==> src/rtl/errstat_pkg.sv <==
package errstat_pkg;

    localparam int unsigned CMD_W   = 16;
    localparam int unsigned STAT_W  = 16;
    localparam int unsigned N_FLAG  = 8;
    localparam int unsigned N_EVT   = 6;
    localparam int unsigned BUSY_POS = 13;

    // flag index: 0 run enable, 1 master, 2 mode err, 3 tx ovf,
    // 4 rx ovf, 5 abort, 6 tx udf, 7 rx udf
    typedef logic [N_FLAG-1:0] flag_vec_t;

    typedef struct packed {
        flag_vec_t flags;
    } csr_state_t;

    function automatic int unsigned stat_pos(int unsigned idx);
        case (idx)
            0:       return 0;
            1:       return 1;
            2:       return 7;
            3:       return 8;
            4:       return 9;
            5:       return 10;
            6:       return 11;
            default: return 12;
        endcase
    endfunction

    function automatic int unsigned clr_pos(int unsigned idx);
        case (idx)
            0:       return 0;
            1:       return 2;
            2:       return 6;
            3:       return 8;
            4:       return 9;
            5:       return 10;
            6:       return 11;
            default: return 4;
        endcase
    endfunction

    function automatic int unsigned set_pos(int unsigned idx);
        case (idx)
            0:       return 1;
            1:       return 3;
            2:       return 7;
            3:       return 12;
            4:       return 13;
            5:       return 14;
            6:       return 15;
            default: return 5;
        endcase
    endfunction

    // control-word enable position for event index (0 = always on)
    function automatic int unsigned gate_pos(int unsigned ev);
        return 7 + ev;
    endfunction

endpackage

==> src/rtl/errstat_decode.sv <==
module errstat_decode
    import errstat_pkg::*;
(
    input  logic             we,
    input  logic [CMD_W-1:0] wdata,
    output flag_vec_t        set_v,
    output flag_vec_t        clr_v
);
    for (genvar i = 0; i < N_FLAG; i++) begin : g_dec
        assign set_v[i] = we & wdata[set_pos(i)];
        assign clr_v[i] = we & wdata[clr_pos(i)];
    end
endmodule

==> src/rtl/errstat_evgate.sv <==
module errstat_evgate
    import errstat_pkg::*;
(
    input  logic [N_EVT-1:0] evt,
    input  logic [CMD_W-1:0] ctl,
    output flag_vec_t        hit_v
);
    localparam int unsigned FIRST_ERR = N_FLAG - N_EVT;

    for (genvar i = 0; i < FIRST_ERR; i++) begin : g_nohit
        assign hit_v[i] = 1'b0;
    end
    for (genvar e = 0; e < N_EVT; e++) begin : g_ev
        if (e == 0) begin : g_always
            assign hit_v[FIRST_ERR + e] = evt[e];
        end else begin : g_gated
            assign hit_v[FIRST_ERR + e] = evt[e] & ctl[gate_pos(e)];
        end
    end
endmodule

==> src/rtl/errstat_flag_next.sv <==
module errstat_flag_next (
    input  logic cur,
    input  logic set_s,
    input  logic clr_s,
    input  logic hit,
    output logic nxt
);
    always_comb begin
        nxt = cur;
        if (hit) begin
            nxt = 1'b1;
        end else if (set_s && !clr_s) begin
            nxt = 1'b1;
        end else if (clr_s && !set_s) begin
            nxt = 1'b0;
        end
    end
endmodule

==> src/rtl/errstat_csr.sv <==
module errstat_csr
    import errstat_pkg::*;
(
    input  logic              clk,
    input  logic              rst_n,
    input  logic              cmd_we,
    input  logic [CMD_W-1:0]  cmd_wdata,
    input  logic [CMD_W-1:0]  ctl_word,
    input  logic [N_EVT-1:0]  err_evt,
    input  logic              busy_in,
    input  logic              err_irq_en,
    output logic [STAT_W-1:0] status,
    output logic              run_mode,
    output logic              master_mode,
    output logic              err_irq
);
    localparam int unsigned FIRST_ERR = N_FLAG - N_EVT;

    csr_state_t s_d, s_q;
    flag_vec_t  set_v, clr_v, hit_v, nxt_v;

    errstat_decode u_decode (
        .we    (cmd_we),
        .wdata (cmd_wdata),
        .set_v (set_v),
        .clr_v (clr_v)
    );

    errstat_evgate u_evgate (
        .evt   (err_evt),
        .ctl   (ctl_word),
        .hit_v (hit_v)
    );

    for (genvar i = 0; i < N_FLAG; i++) begin : g_flag
        errstat_flag_next u_next (
            .cur   (s_q.flags[i]),
            .set_s (set_v[i]),
            .clr_s (clr_v[i]),
            .hit   (hit_v[i]),
            .nxt   (nxt_v[i])
        );
    end

    always_comb begin
        s_d       = s_q;
        s_d.flags = nxt_v;
    end

    always_ff @(posedge clk or negedge rst_n) begin
        if (!rst_n) begin
            s_q <= '0;
        end else begin
            s_q <= s_d;
        end
    end

    always_comb begin
        status           = '0;
        for (int unsigned i = 0; i < N_FLAG; i++) begin
            status[stat_pos(i)] = s_q.flags[i];
        end
        status[BUSY_POS] = busy_in;
    end

    assign run_mode    = s_q.flags[0];
    assign master_mode = s_q.flags[1];
    assign err_irq     = err_irq_en & (|s_q.flags[N_FLAG-1:FIRST_ERR]);

endmodule

==> config.mk <==
export PLATFORM = sky130hd
export DESIGN_NAME = errstat_csr
export DESIGN_NICKNAME = d
export VERILOG_FILES = /design/src/rtl/errstat_pkg.sv /design/src/rtl/errstat_decode.sv /design/src/rtl/errstat_evgate.sv /design/src/rtl/errstat_flag_next.sv /design/src/rtl/errstat_csr.sv
export SDC_FILE = /design/constraint.sdc
export NUM_CORES = 1
export LEC_CHECK = 0
export BUFFER_PORTS_ARGS = -buffer_cell sky130_fd_sc_hd__buf_2
export CAP_MARGIN = 20
export CORE_MARGIN = 3
export CORE_UTILIZATION = 35
export DETAILED_ROUTE_END_ITERATION = 7
export PLACE_DENSITY = 0.74
export RECOVER_POWER = 100
export SYNTH_ARGS = -nofsm -noshare
export SYNTH_HDL_FRONTEND = slang
export SYNTH_SLANG_ARGS = --single-unit
==> constraint.sdc <==
create_clock -name clk -period 2 [get_ports clk]
set_clock_uncertainty 0.2 [all_clocks]
set_input_delay 0.2 -clock clk [delete_from_list [all_inputs] [get_ports clk]]
set_output_delay 0.2 -clock clk [all_outputs]
set_load 0.005 [all_outputs]
==> Word level (Yosys, flattened, before mapping) <==
Index checks and enable logic that the tools add are counted.
{ "word_totals": {"word_cells": 93, "ff_bits": 8, "inputBits": 43, "output_inout_bits": 19} }
{ "op_classes": {"bitwise_logic": 22, "mux": 22, "n_reduce_logical": 41} }
{ "ops": {"columns": ["operator", "count"], "rows": [
  ["bitwise AND 1 bit", 22],
  ["2-to-1 mux 1 bit", 22],
  ["nonzero test 3 bit", 6],
  ["logical AND 1 bit", 16],
  ["zero test 1 bit", 16],
  ["OR reduction 6 bit", 1],
  ["nonzero test 2 bit", 2]
]} }

==> Logic depth before layout (Yosys ltp) <==
Gate-level depths: netlist of run 1.
{ "depth": {"word_depth": 6, "depth_mapped": 5, "mapped_depth_nobuf": 4} }

==> Cells and area by module <==
A second synthesis of run 1 with hierarchy kept.
{ "hier_totals": {"hier_cells": 79, "hier_area_um2": 629.4} }
{ "by_module_without_submodules": {"columns": ["mod", "instances", "seq_area_each_um2", "area_per_inst_um2", "cells_each"], "rows": [
  ["errstat_csr", 1, 200.2, 295.3, 21],
  ["errstat_flag_next", 8, 0.0, 18.8, 4],
  ["errstat_decode", 1, 0.0, 126.4, 17],
  ["errstat_evgate", 1, 0.0, 57.6, 9]
]} }

==> Worst setup path before layout of run 1 <==
Ideal clock, no wire load.
{ "synth_timing": {"path_kind": "flip-flop to output port", "startpoint": "reg s_q[3] in the netlist's numbering", "endpoint": "out err_irq", "path_buffers": 0, "t_arrival_ps": 1115, "path_stages_with_launch": 3, "required_ps": 1600, "slack_ps": 485, "path_cell_list": "dfrtp_1 > or4_1 > o31a_1"} }
{ "synth_via": {"elab_chain_len": 2} }
{ "synth_rtl": {"columns": ["item", "line_no", "text"], "rows": [
  ["from (decl)", "errstat_csr.sv:19", "csr_state_t s_d, s_q;"],
  ["from (signal assigned)", "errstat_csr.sv:52", "s_q <= '0;"],
  ["from (signal assigned)", "errstat_csr.sv:54", "s_q <= s_d;"],
  ["OR reduction 6 bit", "errstat_csr.sv:68", "assign err_irq = err_irq_en & (|s_q.flags[N_FLAG-1:FIRST_ERR]);"],
  ["bitwise AND 1 bit", "errstat_csr.sv:68", null],
  ["to (decl)", "errstat_csr.sv:15", "output logic err_irq"]
]} }
Every way passes these cells.

==> Worst setup path after layout of run 1 <==
Ends and elaborated chain as after synthesis.

==> results of run 1 <==
## kinds of logic (layout without fill, tap and decap cells)
logic type / count (synthesis) / in the layout
AOI/OAI and AO/OA: 9 / 9
adders and majority gates: 7 / 7
other: 1 / 7
muxes: 2 / 2
buffers and inverters: 19 / 58
and+or+nand+nor: 20 / 20
DFF: 8 / 8
## routing by layer
| layer | up-vias | wire (um) | GRT usage (%) |
|---|---|---|---|
| met5 | - | 0 | 0 |
| met4 | 0 | 0 | 5.687 |
| met3 | 0 | 171 | 5.521 |
| met2 | 35 | 659 | 19.50 |
| met1 | 272 | 562 | 13.80 |
| li1 | 297 | - | - |
## cells in the final DEF (no fill, tap or decap), types with 2 or more instances in the layout
cell	Yosys	routed
buf_2	0	37
dlygate4sd3_1	0	12
dfrtp_1	8	8
nand2_1	7	7
ha_1	7	7
conb_1	1	7
and2_1	7	5
nor2b_1	5	5
a221o_1	4	4
clkbuf_1	1	4
clkbuf_4	0	3
and2_0	0	2
mux2_2	2	2
inv_1	2	2
## critical path: cells and delay by family (launching register included)
| kind | cells | cell delay [ns] |
|---|---|---|
| AND/OR/NAND/NOR | 1 | 0.53 |
| buffers and inverters | 1 | 0.12 |
| flip-flops | 1 | 0.39 |
| AO/OA/AOI/OAI | 1 | 0.24 |
## cells in the mapped netlist, types with 2 or more instances
cell type / count
nand2_1: 7
and2_1: 7
ha_1: 7
mux2_2: 2
buf_4: 16
nor2b_1: 5
inv_1: 2
a221o_1: 4
dfrtp_1: 8
## metrics by stage
stage	setup WS (ns)	area [um^2]
finish	0.06056	904.6
global route	0.01204	904.6
CTS	0.04970	909.6
detailed placement	0.3201	767.0
global placement	0.3267	767.0
floorplan	0.4848	655.6
## worst max-delay path by stage
stage | startpoint | endpoint | depth (start not counted) | slack [ns]
6_report | s_q[3]$_DFFE_PN0P_ | err_irq | 3 | 0.06
2_1_floorplan | s_q[3]$_DFFE_PN0P_ | err_irq | 2 | 0.48
5_1_grt | s_q[3]$_DFFE_PN0P_ | err_irq | 3 | 0.01
4_1_cts | s_q[3]$_DFFE_PN0P_ | err_irq | 3 | 0.05
3_5_place_dp | s_q[3]$_DFFE_PN0P_ | err_irq | 3 | 0.32
3_3_place_gp | s_q[3]$_DFFE_PN0P_ | err_irq | 3 | 0.33
## layout make-up
type | count | area share (%)
timing repair buffer | 53 | 35.41
sequential | 8 | 22.13
tap | 24 | 3.320
clock buffer | 3 | 2.490
multi-input combinational | 45 | 35.82
inverter | 2 | 0.8299
## power groups by stage
stage / sequential (mW) / combinational [mW] / clock [mW]
5_1_grt: 0.207 / 0.174 / 0.132
2_1_floorplan: 0.201 / 0.100 / 0
3_5_place_dp: 0.205 / 0.126 / 0
4_1_cts: 0.202 / 0.158 / 0.127
3_3_place_gp: 0.204 / 0.122 / 0
6_report: 0.203 / 0.154 / 0.121
==> impl_metrics.toml, run 1 <==
[floorplanning]
start_util_pct = 39.72
io_pins = 62
dieArea_mm2 = 0.002355
fp.dieH_um = 48.53
rows = 14
die_w_um = 48.53
coreArea_mm2 = 0.001594

[power]
power_density_mw_per_mm2 = 527.9
total_power_uw = 477.6
peakVddDrop_uv = 196.6
p_seq_share_pct = 42.4
swShare_pct = 26.32
power_frac_clock_pct = 25.3
combPwrFrac_pct = 32.3
total_leakage_power_nw = 0.4673
p_int_uw = 351.9
p_sw_uw = 125.7

[sta]
hold_viol = 0
rsz0062_at_grt = "no"
holdWs_ns = 0.02100
finalCriticalPeriod_ns = 1.939
setup_violations = 0
setup_tns_ns = 0
finalCritPeriodShare_pct = 96.97
drv_slew = 0
fmax_mhz = 515.6

[synthesis]
netlist.area_leader.share_pct = 31.62
synth_top_family_by_area = "buffers and inverters"
synth_cells = 66
synth_edf_count = 0
ys_warn_count = 0
synth-adder-area-share_pct = 13.83
synth_area_leaders = "dfrtp_1 (32%), buf_4 (19%), ha_1 (14%)"
netlist_area_um2 = 633.1
yosys.cell_types.count = 17
yosysTopAreaCell = "dfrtp_1"
synth-simple-area-share_pct = 17.19
synthArstFlopShare_pct = 100.0
ys_seq_elements = 8
ys_seq_area_share_pct = 31.62
ys.flop_type = "dfrtp_1"
synth.avg_cell_area_um2 = 9.593
synth-xor-area-share_pct = 0
muxShareOfSynthArea_pct = 3.557
synth_compound_area_share_pct = 12.45

[worst_hold_path]
hp-class = "in2reg"
min-delay-start = "err_evt[0]"
hold_path_end = "s_q[2]$_DFFE_PN0P_"
min_path_cells = 3

[setup_path]
reg2regPathDepth = 2
critical_path_class = "reg2out"
rrSetupSlack_ns = 0.38
cp_slowest_cell = "or4_1"
cp.arrival_ns = 1.54
crit_path_end_kind = "primary output"
critPathMaxStageDelay_ns = 0.53
reg2reg_from = "s_q[3]$_DFFE_PN0P_"
cp_max_fo = 3
start_kind = "register"
crit_path_cell_trace = "or4_1, o31a_1, buf_2"
required_ns = 1.60
reg2reg_to = "s_q[3]$_DFFE_PN0P_"

[placed_design]
dp_hpwl_mm = 1.066
port-buffer-count = 41
routabilityCongestion = 0.6704
dp.cells = 120

[drt]
drt_iter0_drc = 7
dr.pass1.iters = 2
wire_per_inst_um = 10.31
via_per_inst = 4.474
totalWireLength_mm = 1.392
dr_total_vias = 604
drc_errors = 0
ant_nets = 0

[run]
cap_violations = 0

[layout]
reg.largest.list = "s_q: 8 flops"
antenna_cells = 0
finalNetCount = 163
drive_gt1_share_pct = 38.74
largest_reg_flops = 8
fill_cells = 156
ff_latch_area_um2 = 200.2
top_register = "s_q"
fin_cells = 135
fin_util_pct = 56.75
multi_input_area_um2 = 324.1
syn_to_final_growth_pct = 42.89

[grt]
gr-total-overflow = 0
grt_max_degree = 17
antenna_found_initial = 0
grt_usage_pct = 12.18
grt_pass1_vias = 543
grt_pass1_wl_mm = 2.270

[cts]
postCtsResizedCells = 0
cts_tree = "built"
clk_pin_slew_ns = 0.05
clockBufferDepth = 2
cts_buffers = 3
cts_setup_buffers = 0
clockRootBuffer = "clkbuf_4"
clock_latency_ns = 0.25
cts_max_level = 1
ctsHoldBuffers = 12
cts_sinks = 8

[outcome]
status = "completed"
Power figures use the tool's default switching activity.
==> run 2: changes to the inputs <==
- clock period: 2 -> 2.23 ns (I/O delays scaled with it)
==> impl_metrics.toml, run 2 (synthesized netlist as in run 1, its figures left out) <==
[outcome]
status = "completed"

[grt]
grt_pass1_wl_mm = 2.194
antenna_found_initial = 0
grt_usage_pct = 11.85
grt_pass1_vias = 529
grt_max_degree = 17
gr-total-overflow = 0

[cts]
cts_tree = "built"
cts_max_level = 1
clk_pin_slew_ns = 0.05
cts_sinks = 8
cts_setup_buffers = 0
postCtsResizedCells = 0
clockRootBuffer = "clkbuf_4"
clockBufferDepth = 2
ctsHoldBuffers = 6
clock_latency_ns = 0.25
cts_buffers = 3

[sta]
rsz0062_at_grt = "no"
holdWs_ns = 0.005836
hold_viol = 0
relSlewSlack_pct = 59.50
finalCritPeriodShare_pct = 87.48
setup_tns_ns = 0
finalCriticalPeriod_ns = 1.951
tightest_slew_ns = 0.6075
drv_slew = 0
setup_violations = 0
fmax_mhz = 512.6

[power]
total_leakage_power_nw = 0.4406
power_density_mw_per_mm2 = 482.8
peakVddDrop_uv = 171.9

[drt]
totalWireLength_mm = 1.356
ant_nets = 0
drc_errors = 0
dr.max_layer_used = "met4"
dr.pass1.iters = 2
drt_iter0_drc = 2
wl_met2_um = 623
detail_route.wirelength.met1_um = 550
wire_per_inst_um = 10.51
dr_total_vias = 582
via_per_inst = 4.512
wl_met3_um = 168

[setup_path]
crit_path_end_kind = "primary output"
crit_path_start = "s_q[3]$_DFFE_PN0P_"
start_kind = "register"
reg2reg_from = "s_q[3]$_DFFE_PN0P_"
cp_max_fo = 3
required_ns = 1.81
cp.arrival_ns = 1.53
critical_path_class = "reg2out"

[layout]
fin_cells = 129
reg.largest.list = "s_q: 8 flops"
fin_util_pct = 52.90
mostFrequentLayoutCells = "buf_2 (35), dfrtp_1 (8), nand2_1 (7), ha_1 (7), conb_1 (7)"
design_area_um2 = 843.3
finalNetCount = 157
drive_gt1_share_pct = 40.00
syn_to_final_growth_pct = 33.20
antenna_cells = 0
top_register = "s_q"
final_common_cell = "buf_2"
largest_reg_flops = 8

[worst_hold_path]
min-delay-start = "err_evt[3]"
hp-class = "in2reg"

[floorplanning]
dieArea_mm2 = 0.002355
io_pins = 62
coreArea_mm2 = 0.001594
start_util_pct = 39.72
die_w_um = 48.53
rows = 14
fp.dieH_um = 48.53

[placed_design]
port-buffer-count = 41
placed_area_um2 = 767.0
dp.cells = 120
routabilityCongestion = 0.6704
dp_hpwl_mm = 1.066

[run]
cap_violations = 0
==> run 2: cell count changes in the layout (fill, tap and decap cells not counted), sizes merged <==
cell / previous run / this run
clkbuf: 7 / 9
dlygate4sd3: 12 / 6
buf: 37 / 35
==> run 2: worst paths after layout <==
path                       cells past startpoint  slack [ns]                 end
min reg2reg                                    1        0.33  s_q[0]$_DFFE_PN0P_
max reg2reg                                    1        1.17  s_q[3]$_DFFE_PN0P_
min in group asynchronous                      2        0.23  s_q[3]$_DFFE_PN0P_
min                                            2       0.006  s_q[5]$_DFFE_PN0P_
max in group asynchronous                      2        1.30  s_q[5]$_DFFE_PN0P_
max                                            3        0.28             err_irq
==> run 2: critical path, cell delays in order (launching register included) <==
cell	delay, ns
dfrtp_1	0.39
or4_1	0.53
o31a_1	0.25
clkbuf_2	0.11
==> run 2: layer usage <==
layer  vias up  track usage, %
li1        284               -
met1       259           13.04
met2        37           19.27
met3         2           5.521
met4         0           5.687
met5         -               0
==> run 2: report_power, final <==
| group | internal, mW | switching [mW] |
|---|---|---|
| logic | 0.0700 | 0.0471 |
| registers | 0.166 | 0.0157 |
| clock network | 0.0615 | 0.0472 |
==> run 2: layout make-up <==
type	count	area, um^2
multi-input cells	45	324.1
inverters	2	7.507
flip-flops and latches	8	200.2
fillers	159	750.7
repair buffers	47	259.0
well taps	24	30.03
clock buffers	3	22.52
==> run 2: stage by stage <==
stage / power [mW] / setup WS [ns]
final: 0.4072 / 0.2792
after global routing: 0.4369 / 0.2298
after CTS: 0.4162 / 0.2567
after detailed placement: 0.2967 / 0.5271
after global placement: 0.2922 / 0.5337
after floorplan: 0.2699 / 0.6918
==> run 3: changes to the inputs <==
- MAX_ROUTING_LAYER: default -> met4
==> impl_metrics.toml, run 3 (synthesized netlist as in run 1, its figures left out) <==
[sta]
holdWs_ns = 0.005836
setup_violations = 0
worst_slack_ns = 0.2792
fmax_mhz = 512.6
finalCriticalPeriod_ns = 1.951
setup_tns_ns = 0
finalCritPeriodShare_pct = 87.48
hold_viol = 0
tightest_slew_ns = 0.6093
drv_slew = 0
relSlewSlack_pct = 59.38
rsz0062_at_grt = "no"

[grt]
grt_pass1_wl_mm = 2.194
grt_pass1_vias = 529
gr-total-overflow = 0
antenna_found_initial = 0
grt_usage_pct = 12.18
grt_max_degree = 17

[floorplanning]
die_w_um = 48.53
io_pins = 62
fp.dieH_um = 48.53
dieArea_mm2 = 0.002355
rows = 14
coreArea_mm2 = 0.001594
start_util_pct = 39.72

[cts]
cts_setup_buffers = 0
cts_tree = "built"
clockRootBuffer = "clkbuf_4"
clockBufferDepth = 2
clk_pin_slew_ns = 0.05
postCtsResizedCells = 0
cts_sinks = 8
cts_max_level = 1
clock_latency_ns = 0.25
cts_buffers = 3

[drt]
dr_total_vias = 582
dr.pass1.iters = 2
drt_iter0_drc = 2
totalWireLength_mm = 1.357
ant_nets = 0
via_per_inst = 4.512
wire_per_inst_um = 10.52
drc_errors = 0

[layout]
fin_util_pct = 52.90
fill_cells = 159
largest_reg_flops = 8
antenna_cells = 0
finalNetCount = 157
top_register = "s_q"
final_common_cell = "buf_2"
syn_to_final_growth_pct = 33.20
drive_gt1_share_pct = 40.00
mostFrequentLayoutCells = "buf_2 (35), dfrtp_1 (8), nand2_1 (7), ha_1 (7), conb_1 (7)"
reg.largest.list = "s_q: 8 flops"

[setup_path]
worst-path-stages = 3
cp.arrival_ns = 1.53
required_ns = 1.81
crit_path_end_kind = "primary output"
crit_path_cell_trace = "or4_1, o31a_1, clkbuf_2"
critical_path_class = "reg2out"
cp_max_fo = 3
critPathBufInv = 1
reg2regPathDepth = 1
critPathMaxStageDelay_ns = 0.53
cp_top_family = "simple AND/OR/NAND/NOR gates"
start_kind = "register"
cp_slowest_cell = "or4_1"

[worst_hold_path]
min_path_cells = 2
hp-class = "in2reg"

[placed_design]
routabilityCongestion = 0.6770
port-buffer-count = 41
pre_cts_slack_ns = 0.5271
dp_hpwl_mm = 1.066

[run]
cap_violations = 0

[outcome]
status = "completed"

[power]
power_density_mw_per_mm2 = 482.9
total_leakage_power_nw = 0.4406
peakVddDrop_uv = 171.9
total_power_uw = 407.2
-- run 3: cell counts in the layout (fill, tap and decap cells not counted) --
No cell type changed its count.
-- run 3: power by group --
group	internal (mW)	leakage [nW]	total (mW)	switching, mW
combinational	0.0700	0.333	0.117	0.0472
clock	0.0615	0.0138	0.109	0.0472
sequential	0.166	0.0933	0.181	0.0157
-- run 3: final cells by class --
class                      instances  area (um^2)  share of cell area, %
sequential                         8        200.2                  23.74
multi-input combinational         45        324.1                  38.43
timing repair buffer              47        259.0                  30.71
inverter                           2        7.507                 0.8902
tap                               24        30.03                  3.561
clock buffer                       3        22.52                  2.671
-- run 3: layer usage --
layer | up-vias | global-route usage (%) | part of all wire (%)
li1 | 284 | - | -
met1 | 259 | 13.04 | 41
met2 | 37 | 19.27 | 46
met3 | 2 | 5.521 | 12
met4 | 0 | 5.687 | 0.96
met5 | - | - | 0
-- run 3: stage by stage --
| stage | cells | cell area [um^2] |
|---|---|---|
| floorplan | 72 | 655.6 |
| global placement | 120 | 767.0 |
| detailed placement | 120 | 767.0 |
| CTS | 129 | 849.6 |
| global route | 129 | 843.3 |
| finish | 129 | 843.3 |
-- run 3: path summary, 6_finish.rpt --
| check | from | endpoint | slack, ns |
|---|---|---|---|
| worst max-delay path | s_q[3]$_DFFE_PN0P_ | err_irq | 0.28 |
| worst min-delay path | err_evt[3] | s_q[5]$_DFFE_PN0P_ | 0.006 |
| worst max register to register | s_q[3]$_DFFE_PN0P_ | s_q[3]$_DFFE_PN0P_ | 1.17 |
| worst min register to register | s_q[0]$_DFFE_PN0P_ | s_q[0]$_DFFE_PN0P_ | 0.33 |
| max in group asynchronous | rst_n | s_q[5]$_DFFE_PN0P_ | 1.30 |
| min in group asynchronous | rst_n | s_q[3]$_DFFE_PN0P_ | 0.23 |
-- run 3: timing repair --
| action | 4_1_cts | 5_1_grt |
|---|---|---|
| endpoints found under the hold margin | 13 | 0 |
| hold buffers | 6 | 0 |
| endpoints found under the setup margin | 0 | 0 |
